**src/rtl/cfg_pio_pkg.sv**
```systemverilog
package cfg_pio_pkg;
  localparam int unsigned REG_W       = 32;
  localparam int unsigned STRB_W      = 4;
  localparam int unsigned TYPE_W      = 4;
  localparam int unsigned STS_W       = 3;
  localparam int unsigned WIN_DIS_BIT = 24;
  localparam int unsigned STS_LSB     = 7;

  localparam logic [7:0] OFF_CTRL    = 8'h00;
  localparam logic [7:0] OFF_STAT    = 8'h04;
  localparam logic [7:0] OFF_ADDR_LO = 8'h08;
  localparam logic [7:0] OFF_ADDR_HI = 8'h0C;
  localparam logic [7:0] OFF_WDATA   = 8'h10;
  localparam logic [7:0] OFF_STRB    = 8'h14;
  localparam logic [7:0] OFF_RDATA   = 8'h18;
  localparam logic [7:0] OFF_START   = 8'h1C;
  localparam logic [7:0] OFF_ISR     = 8'h20;
  localparam logic [7:0] OFF_IMASK   = 8'h24;

  typedef enum logic [TYPE_W-1:0] {
    TY_RD_T0 = 4'h8,
    TY_RD_T1 = 4'h9,
    TY_WR_T0 = 4'hA,
    TY_WR_T1 = 4'hB
  } cfg_type_e;

  localparam logic [STS_W-1:0] STS_BAD_TYPE = 3'b001;
  localparam logic [STS_W-1:0] STS_TIMEOUT  = 3'b111;

  typedef enum logic [1:0] {
    ST_IDLE,
    ST_REQ,
    ST_WAIT,
    ST_BAD
  } pio_state_e;
endpackage

```
**src/rtl/cfg_pio_regs.sv**
```systemverilog
module cfg_pio_regs
  import cfg_pio_pkg::*;
#(
  parameter int unsigned ADDR_W = 8
) (
  input  logic                clk_i,
  input  logic                rst_ni,
  input  logic                reg_wr_i,
  input  logic [ADDR_W-1:0]   reg_addr_i,
  input  logic [REG_W-1:0]    reg_wdata_i,
  output logic [REG_W-1:0]    reg_rdata_o,
  input  logic                busy_i,
  input  logic                done_i,
  input  logic                done_rdata_we_i,
  input  logic [REG_W-1:0]    done_rdata_i,
  input  logic [STS_W-1:0]    done_sts_i,
  output logic                launch_o,
  output logic [TYPE_W-1:0]   type_o,
  output logic [2*REG_W-1:0]  addr_o,
  output logic [REG_W-1:0]    wdata_o,
  output logic [STRB_W-1:0]   strb_o,
  output logic                irq_o
);
  localparam logic [ADDR_W-1:0] A_CTRL    = ADDR_W'(OFF_CTRL);
  localparam logic [ADDR_W-1:0] A_STAT    = ADDR_W'(OFF_STAT);
  localparam logic [ADDR_W-1:0] A_ADDR_LO = ADDR_W'(OFF_ADDR_LO);
  localparam logic [ADDR_W-1:0] A_ADDR_HI = ADDR_W'(OFF_ADDR_HI);
  localparam logic [ADDR_W-1:0] A_WDATA   = ADDR_W'(OFF_WDATA);
  localparam logic [ADDR_W-1:0] A_STRB    = ADDR_W'(OFF_STRB);
  localparam logic [ADDR_W-1:0] A_RDATA   = ADDR_W'(OFF_RDATA);
  localparam logic [ADDR_W-1:0] A_START   = ADDR_W'(OFF_START);
  localparam logic [ADDR_W-1:0] A_ISR     = ADDR_W'(OFF_ISR);
  localparam logic [ADDR_W-1:0] A_IMASK   = ADDR_W'(OFF_IMASK);

  logic [TYPE_W-1:0] type_q;
  logic              win_dis_q;
  logic [REG_W-1:0]  addr_lo_q, addr_hi_q, wdata_q, rdata_q;
  logic [STRB_W-1:0] strb_q;
  logic [STS_W-1:0]  sts_q;
  logic              isr_q, mask_q;
  logic              wr_open;

  // request description is frozen while a request is outstanding
  assign wr_open  = reg_wr_i && !busy_i;
  assign launch_o = wr_open && (reg_addr_i == A_START) && reg_wdata_i[0];

  always_ff @(posedge clk_i or negedge rst_ni) begin
    if (!rst_ni) begin
      type_q    <= '0;
      win_dis_q <= 1'b0;
      addr_lo_q <= '0;
      addr_hi_q <= '0;
      wdata_q   <= '0;
      strb_q    <= '0;
    end else if (wr_open) begin
      if (reg_addr_i == A_CTRL) begin
        type_q    <= reg_wdata_i[TYPE_W-1:0];
        win_dis_q <= reg_wdata_i[WIN_DIS_BIT];
      end
      if (reg_addr_i == A_ADDR_LO) addr_lo_q <= reg_wdata_i;
      if (reg_addr_i == A_ADDR_HI) addr_hi_q <= reg_wdata_i;
      if (reg_addr_i == A_WDATA)   wdata_q   <= reg_wdata_i;
      if (reg_addr_i == A_STRB)    strb_q    <= reg_wdata_i[STRB_W-1:0];
    end
  end

  always_ff @(posedge clk_i or negedge rst_ni) begin
    if (!rst_ni) begin
      rdata_q <= '0;
      sts_q   <= '0;
    end else if (done_i) begin
      sts_q <= done_sts_i;
      if (done_rdata_we_i) rdata_q <= done_rdata_i;
    end
  end

  // set by completion has priority over software clear
  always_ff @(posedge clk_i or negedge rst_ni) begin
    if (!rst_ni)                                                  isr_q <= 1'b0;
    else if (done_i)                                              isr_q <= 1'b1;
    else if (reg_wr_i && reg_addr_i == A_ISR && reg_wdata_i[0])   isr_q <= 1'b0;
  end

  always_ff @(posedge clk_i or negedge rst_ni) begin
    if (!rst_ni)                                   mask_q <= 1'b0;
    else if (reg_wr_i && reg_addr_i == A_IMASK)    mask_q <= reg_wdata_i[0];
  end

  always_comb begin
    reg_rdata_o = '0;
    case (reg_addr_i)
      A_CTRL: begin
        reg_rdata_o[TYPE_W-1:0]  = type_q;
        reg_rdata_o[WIN_DIS_BIT] = win_dis_q;
      end
      A_STAT:    reg_rdata_o[STS_LSB +: STS_W] = sts_q;
      A_ADDR_LO: reg_rdata_o = addr_lo_q;
      A_ADDR_HI: reg_rdata_o = addr_hi_q;
      A_WDATA:   reg_rdata_o = wdata_q;
      A_STRB:    reg_rdata_o[STRB_W-1:0] = strb_q;
      A_RDATA:   reg_rdata_o = rdata_q;
      A_START:   reg_rdata_o[0] = busy_i;
      A_ISR:     reg_rdata_o[0] = isr_q;
      A_IMASK:   reg_rdata_o[0] = mask_q;
      default:   ;
    endcase
  end

  assign type_o  = type_q;
  assign addr_o  = {addr_hi_q, addr_lo_q};
  assign wdata_o = wdata_q;
  assign strb_o  = strb_q;
  assign irq_o   = isr_q && !mask_q;

  p_done_sets_flag_r6: assert property (@(posedge clk_i) disable iff (!rst_ni)
    done_i |=> isr_q);
  p_lock_addr_r8: assert property (@(posedge clk_i) disable iff (!rst_ni)
    (busy_i && reg_wr_i && reg_addr_i == A_ADDR_LO) |=> $stable(addr_lo_q));
  p_lock_strb_r8: assert property (@(posedge clk_i) disable iff (!rst_ni)
    (busy_i && reg_wr_i && reg_addr_i == A_STRB) |=> $stable(strb_q));
  p_no_done_idle_r11: assert property (@(posedge clk_i) disable iff (!rst_ni)
    done_i |-> busy_i);
endmodule

```
**src/rtl/cfg_pio_fsm.sv**
```systemverilog
module cfg_pio_fsm
  import cfg_pio_pkg::*;
#(
  parameter int unsigned TIMEOUT_CYCLES = 256
) (
  input  logic              clk_i,
  input  logic              rst_ni,
  input  logic              launch_i,
  input  logic [TYPE_W-1:0] type_i,
  input  logic              req_ready_i,
  input  logic              cpl_valid_i,
  input  logic [REG_W-1:0]  cpl_data_i,
  input  logic [STS_W-1:0]  cpl_status_i,
  output logic              req_valid_o,
  output logic              req_write_o,
  output logic              req_type1_o,
  output logic              busy_o,
  output logic              done_o,
  output logic              done_rdata_we_o,
  output logic [REG_W-1:0]  done_rdata_o,
  output logic [STS_W-1:0]  done_sts_o
);
  localparam int unsigned       CNT_W    = $clog2(TIMEOUT_CYCLES + 1);
  localparam logic [CNT_W-1:0]  CNT_LAST = CNT_W'(TIMEOUT_CYCLES - 1);

  pio_state_e       state_q, state_d;
  logic [CNT_W-1:0] cnt_q;
  logic             type_ok, in_flight, cpl_hit, tmo_hit;

  assign type_ok   = (type_i[TYPE_W-1:TYPE_W-2] == 2'b10);
  assign in_flight = (state_q == ST_REQ) || (state_q == ST_WAIT);
  assign cpl_hit   = (state_q == ST_WAIT) && cpl_valid_i;
  assign tmo_hit   = in_flight && !cpl_hit && (cnt_q == CNT_LAST);

  always_comb begin
    state_d = state_q;
    case (state_q)
      ST_IDLE: if (launch_i) state_d = type_ok ? ST_REQ : ST_BAD;
      ST_REQ: begin
        if (tmo_hit)          state_d = ST_IDLE;
        else if (req_ready_i) state_d = ST_WAIT;
      end
      ST_WAIT: if (cpl_hit || tmo_hit) state_d = ST_IDLE;
      ST_BAD:  state_d = ST_IDLE;
      default: state_d = ST_IDLE;
    endcase
  end

  always_ff @(posedge clk_i or negedge rst_ni) begin
    if (!rst_ni) state_q <= ST_IDLE;
    else         state_q <= state_d;
  end

  // cycles elapsed since launch; zero whenever nothing is outstanding
  always_ff @(posedge clk_i or negedge rst_ni) begin
    if (!rst_ni)          cnt_q <= '0;
    else if (!in_flight)  cnt_q <= '0;
    else if (!tmo_hit)    cnt_q <= cnt_q + 1'b1;
  end

  assign busy_o          = (state_q != ST_IDLE);
  assign req_valid_o     = (state_q == ST_REQ);
  assign req_write_o     = type_i[1];
  assign req_type1_o     = type_i[0];
  assign done_o          = cpl_hit || tmo_hit || (state_q == ST_BAD);
  assign done_rdata_we_o = cpl_hit ? !type_i[1] : 1'b1;
  assign done_rdata_o    = cpl_hit ? cpl_data_i : '1;
  assign done_sts_o      = cpl_hit ? cpl_status_i :
                           ((state_q == ST_BAD) ? STS_BAD_TYPE : STS_TIMEOUT);

  p_req_hold_r3: assert property (@(posedge clk_i) disable iff (!rst_ni)
    (req_valid_o && !req_ready_i && !done_o) |=> req_valid_o);
  p_single_req_r11: assert property (@(posedge clk_i) disable iff (!rst_ni)
    (req_valid_o && req_ready_i) |=> !req_valid_o);
  p_bad_no_req_r10: assert property (@(posedge clk_i) disable iff (!rst_ni)
    (launch_i && !busy_o && !type_ok) |=> (!req_valid_o && done_o));
  p_done_idle_r4: assert property (@(posedge clk_i) disable iff (!rst_ni)
    done_o |=> !busy_o);
endmodule

```
**src/rtl/cfg_pio_engine.sv**
```systemverilog
module cfg_pio_engine
  import cfg_pio_pkg::*;
#(
  parameter int unsigned ADDR_W         = 8,
  parameter int unsigned TIMEOUT_CYCLES = 256
) (
  input  logic              clk_i,
  input  logic              rst_ni,
  input  logic              reg_wr_i,
  input  logic [ADDR_W-1:0] reg_addr_i,
  input  logic [31:0]       reg_wdata_i,
  output logic [31:0]       reg_rdata_o,
  output logic              irq_o,
  output logic              req_valid_o,
  input  logic              req_ready_i,
  output logic              req_write_o,
  output logic              req_type1_o,
  output logic [63:0]       req_addr_o,
  output logic [31:0]       req_data_o,
  output logic [3:0]        req_strb_o,
  input  logic              cpl_valid_i,
  input  logic [31:0]       cpl_data_i,
  input  logic [2:0]        cpl_status_i
);
  logic              launch, busy, done, done_we;
  logic [REG_W-1:0]  done_rdata;
  logic [STS_W-1:0]  done_sts;
  logic [TYPE_W-1:0] type_w;

  cfg_pio_regs #(.ADDR_W(ADDR_W)) u_regs (
    .clk_i           (clk_i),
    .rst_ni          (rst_ni),
    .reg_wr_i        (reg_wr_i),
    .reg_addr_i      (reg_addr_i),
    .reg_wdata_i     (reg_wdata_i),
    .reg_rdata_o     (reg_rdata_o),
    .busy_i          (busy),
    .done_i          (done),
    .done_rdata_we_i (done_we),
    .done_rdata_i    (done_rdata),
    .done_sts_i      (done_sts),
    .launch_o        (launch),
    .type_o          (type_w),
    .addr_o          (req_addr_o),
    .wdata_o         (req_data_o),
    .strb_o          (req_strb_o),
    .irq_o           (irq_o)
  );

  cfg_pio_fsm #(.TIMEOUT_CYCLES(TIMEOUT_CYCLES)) u_fsm (
    .clk_i           (clk_i),
    .rst_ni          (rst_ni),
    .launch_i        (launch),
    .type_i          (type_w),
    .req_ready_i     (req_ready_i),
    .cpl_valid_i     (cpl_valid_i),
    .cpl_data_i      (cpl_data_i),
    .cpl_status_i    (cpl_status_i),
    .req_valid_o     (req_valid_o),
    .req_write_o     (req_write_o),
    .req_type1_o     (req_type1_o),
    .busy_o          (busy),
    .done_o          (done),
    .done_rdata_we_o (done_we),
    .done_rdata_o    (done_rdata),
    .done_sts_o      (done_sts)
  );
endmodule

```
**config.mk**
```make
export PLATFORM = sky130hd
export DESIGN_NAME = cfg_pio_engine
export DESIGN_NICKNAME = d
export VERILOG_FILES = /design/src/rtl/cfg_pio_pkg.sv /design/src/rtl/cfg_pio_regs.sv /design/src/rtl/cfg_pio_fsm.sv /design/src/rtl/cfg_pio_engine.sv
export SDC_FILE = /design/constraint.sdc
export NUM_CORES = 1
export LEC_CHECK = 0
export ABC_CLOCK_PERIOD_IN_PS = 2600
export BUFFER_PORTS_ARGS = -buffer_cell sky130_fd_sc_hd__buf_2
export CAP_MARGIN = 25
export CORE_MARGIN = 10
export CORE_UTILIZATION = 52
export CTS_BUF_LIST = sky130_fd_sc_hd__clkbuf_8 sky130_fd_sc_hd__clkbuf_16
export DETAILED_ROUTE_END_ITERATION = 6
export PLACE_DENSITY = 0.92
export SYNTH_ARGS = -nofsm -noshare
export SYNTH_HDL_FRONTEND = slang
export SYNTH_SLANG_ARGS = --single-unit
```
**constraint.sdc**
```tcl
create_clock -name clk_i -period 2.6 [get_ports clk_i]
set_input_delay 0.52 -clock clk_i [delete_from_list [all_inputs] [get_ports clk_i]]
set_output_delay 0.52 -clock clk_i [all_outputs]
set_load 0.05 [all_outputs]
```
# ---- Yosys cells after proc, flatten, opt, wreduce, memory -nomap -nowiden
# Index checks and enable logic that the tools add are counted.
dict set report totals {
  regBits 153
  in_bits 80
  out_inout_bits 136
  word_cells 80
}
dict set report classes {
  n_addsub 1
  eq_ne 18
  n_mux 21
  n_reduce_logical 28
}
# cell count
set op_table {}
lappend op_table {{$pmux W14 S4} 1}
lappend op_table {{$eq A8 B5 Y1 const B} 4}
lappend op_table {{$mux W32} 1}
lappend op_table {{$pmux W7 S4} 1}
lappend op_table {{$mux W9} 2}
lappend op_table {{$pmux W3 S6} 1}
lappend op_table {{$eq A8 B4 Y1 const B} 2}
lappend op_table {{$eq A8 B6 Y1 const B} 2}
lappend op_table {{$pmux W3 S5} 1}
lappend op_table {{$pmux W3 S4} 1}
lappend op_table {{$reduce_and A2 Y1} 6}
lappend op_table {{$logic_and A1 B1 Y1} 10}
lappend op_table {{$mux W2} 5}
lappend op_table {{$add A9 B1 Y9 const B} 1}
lappend op_table {{$eq A9 B8 Y1 const B} 1}
lappend op_table {{$pmux W1 S9} 1}
lappend op_table {{$eq A8 B3 Y1 const B} 1}
lappend op_table {{$logic_not A8 Y1} 1}
lappend op_table {{$pmux W2 S4} 1}
lappend op_table {{$eq A2 B2 Y1 const B} 3}
lappend op_table {{$mux W3} 2}
lappend op_table {{$ne A2 B2 Y1 const B} 3}
lappend op_table {{$pmux W1 S5} 1}
lappend op_table {{$logic_not A1 Y1} 4}
lappend op_table {{other kinds (7)} 12}

# ---- Logic depth before layout (Yosys ltp)
dict set report logic_depth {
  depth_word 8
  mapped_depth 8
  depth_no_buf 7
}

# ---- By module
# Synthesis repeated with hierarchy kept, for this count alone.
dict set report hier_totals {
  hier_cells 620
  area_unflattened_um2 7593.5
}
# module n_inst cells_per_inst area_per_inst_um2
set by_module_without_submodules {}
lappend by_module_without_submodules {cfg_pio_regs 1 505 6618.8}
lappend by_module_without_submodules {cfg_pio_fsm 1 115 974.7}

# ---- Worst setup path before layout
# OpenSTA, ideal clock, no wires.
dict set report synth_path {
  path_type {input to output}
  start {in reg_addr_i[3]}
  end {out reg_rdata_o[13]}
  t_arrival_ps 2555
  setup_slack_ps -475
  stages 5
  path_buffers 3
  cell_sequence {buf_2 > or4b_1 > buf_2 > clkbuf_1 > o21ai_0}
}
dict set report synth_via {
  elab_chain_len 2
  elab_cells_between_ends 5
  classes_between {eq/ne (4); mux (1)}
}
# item line_no
set synth_rtl {}
lappend synth_rtl {{start, declared} cfg_pio_engine.sv:10} ;# input logic [ADDR_W-1:0] reg_addr_i,
lappend synth_rtl {{$eq A8 B5 Y1 / $eq A8 B4 Y1 (equally long branches)} cfg_pio_regs.sv:91} ;# case (reg_addr_i)
lappend synth_rtl {{$pmux W14 S4 *} cfg_pio_regs.sv:91}
lappend synth_rtl {{end, declared} cfg_pio_engine.sv:12} ;# output logic [31:0] reg_rdata_o,
# Every way passes the cells marked *; elsewhere a longest branch is shown, timed or not.

# ---- Final worst setup path
dict set report layout_path {
  start {reg u_fsm.state_q[1]}
  end {out reg_rdata_o[0]}
}
dict set report layout_via {
  elab_chain_len 2
}
# item line_no
set layout_rtl {}
lappend layout_rtl {{start, declared} cfg_pio_fsm.sv:26} ;# pio_state_e state_q, state_d;
lappend layout_rtl {{start signal, assigned} cfg_pio_fsm.sv:51} ;# else state_q <= state_d;
lappend layout_rtl {{$reduce_bool A2 Y1} cfg_pio_fsm.sv:61} ;# assign busy_o = (state_q != ST_IDLE);
lappend layout_rtl {{$pmux W1 S9} cfg_pio_regs.sv:91}
# Every way passes these cells.

==> impl_metrics.tcl <==
set metrics [dict create \
    outcome "complete, but fails checks" \
    violations "negative setup slack" \
    mostFrequentLayoutCells "183 x buf_2, 153 x dfrtp_1, 100 x mux2_2" \
    insertion_delay_ns 0.42 \
    rsz0062_at_grt "yes" \
    reg2reg_to "u_regs.rdata_q[25]" \
    dieArea_sq_um 18550 \
    antennaDiodeCount 0 \
    cts_tree "built" \
    setup_viol_count_final 1 \
    die_h_um 136.2 \
    start_kind "register" \
    async_reset_ff_frac 1.000 \
    gp_congestion 0.8607 \
    drive_above_1_share 0.5361 \
    cap_violations 0 \
    yosysWarningCount 0 \
    grt_pass1_vias 6244 \
    synth_edf_count 0 \
    fp.dieW_um 136.2 \
    switching_share 0.3093 \
    ys_types 51 \
    route.vias.total 6062 \
    numCtsBuffers 17 \
    p_total_mw 6.954 \
    dominantRegCellSynth "dfrtp_1" \
    antenna_found_initial 0 \
    maxSlewHeadroom 0.4469 \
    p_switching_mw 2.151 \
    ys_ff_latch 153 \
    grt_usage 0.2404 \
    ir_drop_v 0.0006246 \
    utilization 0.7200 \
    worstMarginPinSlew_ns 0.8297 \
    final_common_cell "buf_2" \
    r2r_start "u_fsm.cnt_q[0]" \
    drv_slew 0 \
    cts-root-buf "clkbuf_16" \
    synth_area_sq_um 7019 \
    arrival_ns 2.08 \
    power_density_nw_per_um2 729.4 \
    vias_per_cell 6.105 \
    finalNetCount 891 \
    ant_nets 0 \
    initial_core_util 0.5300 \
    core_area_sq_um 13240 \
    cts.path.max_buffers 2 \
    hold_viol_final 0 \
    min_period_over_period 1.002 \
    worstSetupEndpointType "output pin" \
    fin_skew_ns 0.01672 \
    drt_pass1_iterations 7 \
    crit_type "reg2out" \
    clk_pin_slew_worst_paths_ns 0.06 \
    htreeDepth 4 \
    drt_wl_total_um 23470 \
    reg2reg_setup_slack_ns 0.29 \
    syn_inst 547 \
    holdCritPathClass "in2async" \
    fmax_ghz 0.3839 \
    critPathCapture "reg_rdata_o[0]" \
    grt_max_degree 73 \
    worst_slack_ns -0.004544 \
    area_growth_pct 35.83 \
    p_int_mw 4.803 \
    leakage_nw 4.747 \
    drc 0 \
    synth_seq_area_share 0.5455 \
    multiInputGateArea_sq_um 3070 \
    ios 216 \
    fillers 900 \
    cp-startpoint "u_fsm.state_q[1]" \
    syn_avg_cell_area_sq_um 12.83 \
    regArea_sq_um 3829 \
    numPortBuffers 215 \
    wire_per_inst_um 23.64 \
    num_rows 42 \
    hpwl_um 16120 \
    gr-total-overflow 0 \
    syn_nets 634 \
    worst_ep_required_time_ns 2.08 \
    power_frac_seq 0.417 \
    pre_cts_ws_ns -0.1694 \
    clock_power_share 0.345 \
    drt_iter0_drc 517 \
    grt_pass1_wl_um 34610 \
    critPathMaxFanout 2 \
    reg2reg_depth 9 \
    pwr-share-comb 0.238 \
    hold_buffers 0 \
    fin_crit_ns 2.605 \
    cts_sinks 153 \
]
-- stage by stage --
step                hold slack (ns)  cells    TNS, ns  area, sq um
floorplan                    0.2244    547     -2.582         7049
global placement             0.4600    947     -1.948         8647
detailed placement           0.4643    947     -2.990         8647
CTS                         0.01957    981    -0.1361         9305
global route                0.03370    993   -0.09927         9534
finish                      0.01520    993  -0.004544         9534
-- worst min-delay path by stage --
stage / from / endpoint / slack (ns) / cells past startpoint
after floorplan: rst_ni / u_fsm.cnt_q[0] / 0.22 / 0
after CTS: rst_ni / u_fsm.cnt_q[8] / 0.02 / 1
after global routing: rst_ni / u_fsm.cnt_q[8] / 0.03 / 1
final: rst_ni / u_regs.wdata_o[0] / 0.02 / 1
after detailed placement: rst_ni / u_regs.sts_q[2] / 0.46 / 1
after global placement: rst_ni / u_regs.sts_q[2] / 0.46 / 1
-- worst max-delay path, stage by stage, from the launching register on --
cell and delay, ns:
dfrtp_1 0.41, inv_2 0.10, ha_4 0.14, inv_2 0.04, mux4_2 0.48, a32oi_2 0.25, o21ai_2 0.09, buf_6 0.16
-- registers in the layout (all words and copies together) (netlist names) --
name              cells
u_regs.isr_q          1
u_regs.addr_hi_q     32
u_regs.wdata_o       32
u_regs.win_dis_q      1
u_regs.mask_q         1
u_regs.strb_o         4
u_fsm.cnt_q           9
u_regs.rdata_q       32
u_regs.addr_lo_q     32
u_regs.sts_q          3
u_regs.type_o         4
u_fsm.state_q         2
-- layout make-up --
| class | count | share of cell area |
|---|---|---|
| Inverter | 7 | 0.002756 |
| Tap cell | 176 | 0.02310 |
| Multi-Input combinational cell | 349 | 0.3220 |
| Clock inverter | 10 | 0.009449 |
| Clock buffer | 22 | 0.05184 |
| Sequential cell | 153 | 0.4016 |
| Timing Repair Buffer | 276 | 0.1892 |
-- power by group through the flow --
stage | registers [mW] | logic (mW) | clock network [mW]
global route | 2.93 | 1.77 | 2.54
finish | 2.90 | 1.66 | 2.40
floorplan | 3.12 | 0.744 | 0
global placement | 2.91 | 1.45 | 0
detailed placement | 2.93 | 1.49 | 0
CTS | 2.89 | 1.56 | 2.43
-- layer usage --
metal / track usage / share of wire / vias to the layer above
li1: - / - / 2600
met1: 0.2899 / 0.39 / 3049
met2: 0.3950 / 0.49 / 358
met3: 0.07749 / 0.092 / 55
met4: 0.08817 / 0.026 / 0
met5: 0 / 0 / -
-- cells in the mapped netlist (3+ instances only) --
library cell / n / area share
and4_1: 3 / 0.0037
buf_2: 8 / 0.0057
a21oi_1: 15 / 0.011
o22a_1: 32 / 0.040
buf_4: 11 / 0.012
inv_1: 7 / 0.0037
and2_1: 10 / 0.0089
mux2_2: 100 / 0.16
nand3_1: 24 / 0.017
clkbuf_1: 19 / 0.010
ha_1: 7 / 0.012
dfrtp_1: 153 / 0.55
o211ai_1: 3 / 0.0032
nor2_1: 8 / 0.0043
a22o_1: 5 / 0.0062
a222oi_1: 3 / 0.0043
a221o_1: 11 / 0.016
mux2_1: 7 / 0.011
a22oi_1: 38 / 0.041
nand2_1: 12 / 0.0064
o21ai_0: 24 / 0.017
xnor2_1: 6 / 0.0075
-- cell families (layout without fill, tap and decap cells) --
kind of cell,count (synthesis),after routing,synth area share
DFF,153,153,0.5455
AOI/OAI and AO/OA,144,144,0.1522
muxes,110,110,0.1777
and+or+nand+nor,82,82,0.07326
buffers and inverters,45,315,0.03137
adders and majority gates,7,7,0.01248
xor gates and xnor gates,6,6,0.007487
-- repair_timing --
| item | CTS | global route |
|---|---|---|
| setup endpoints to repair | 27 | 32 |
| setup buffers | 2 | 10 |
| pin swaps | 1 | 7 |
| cloned | 0 | 2 |
| resized for setup | 18 | 59 |
Note: power is estimated with default switching activity, not from simulation.
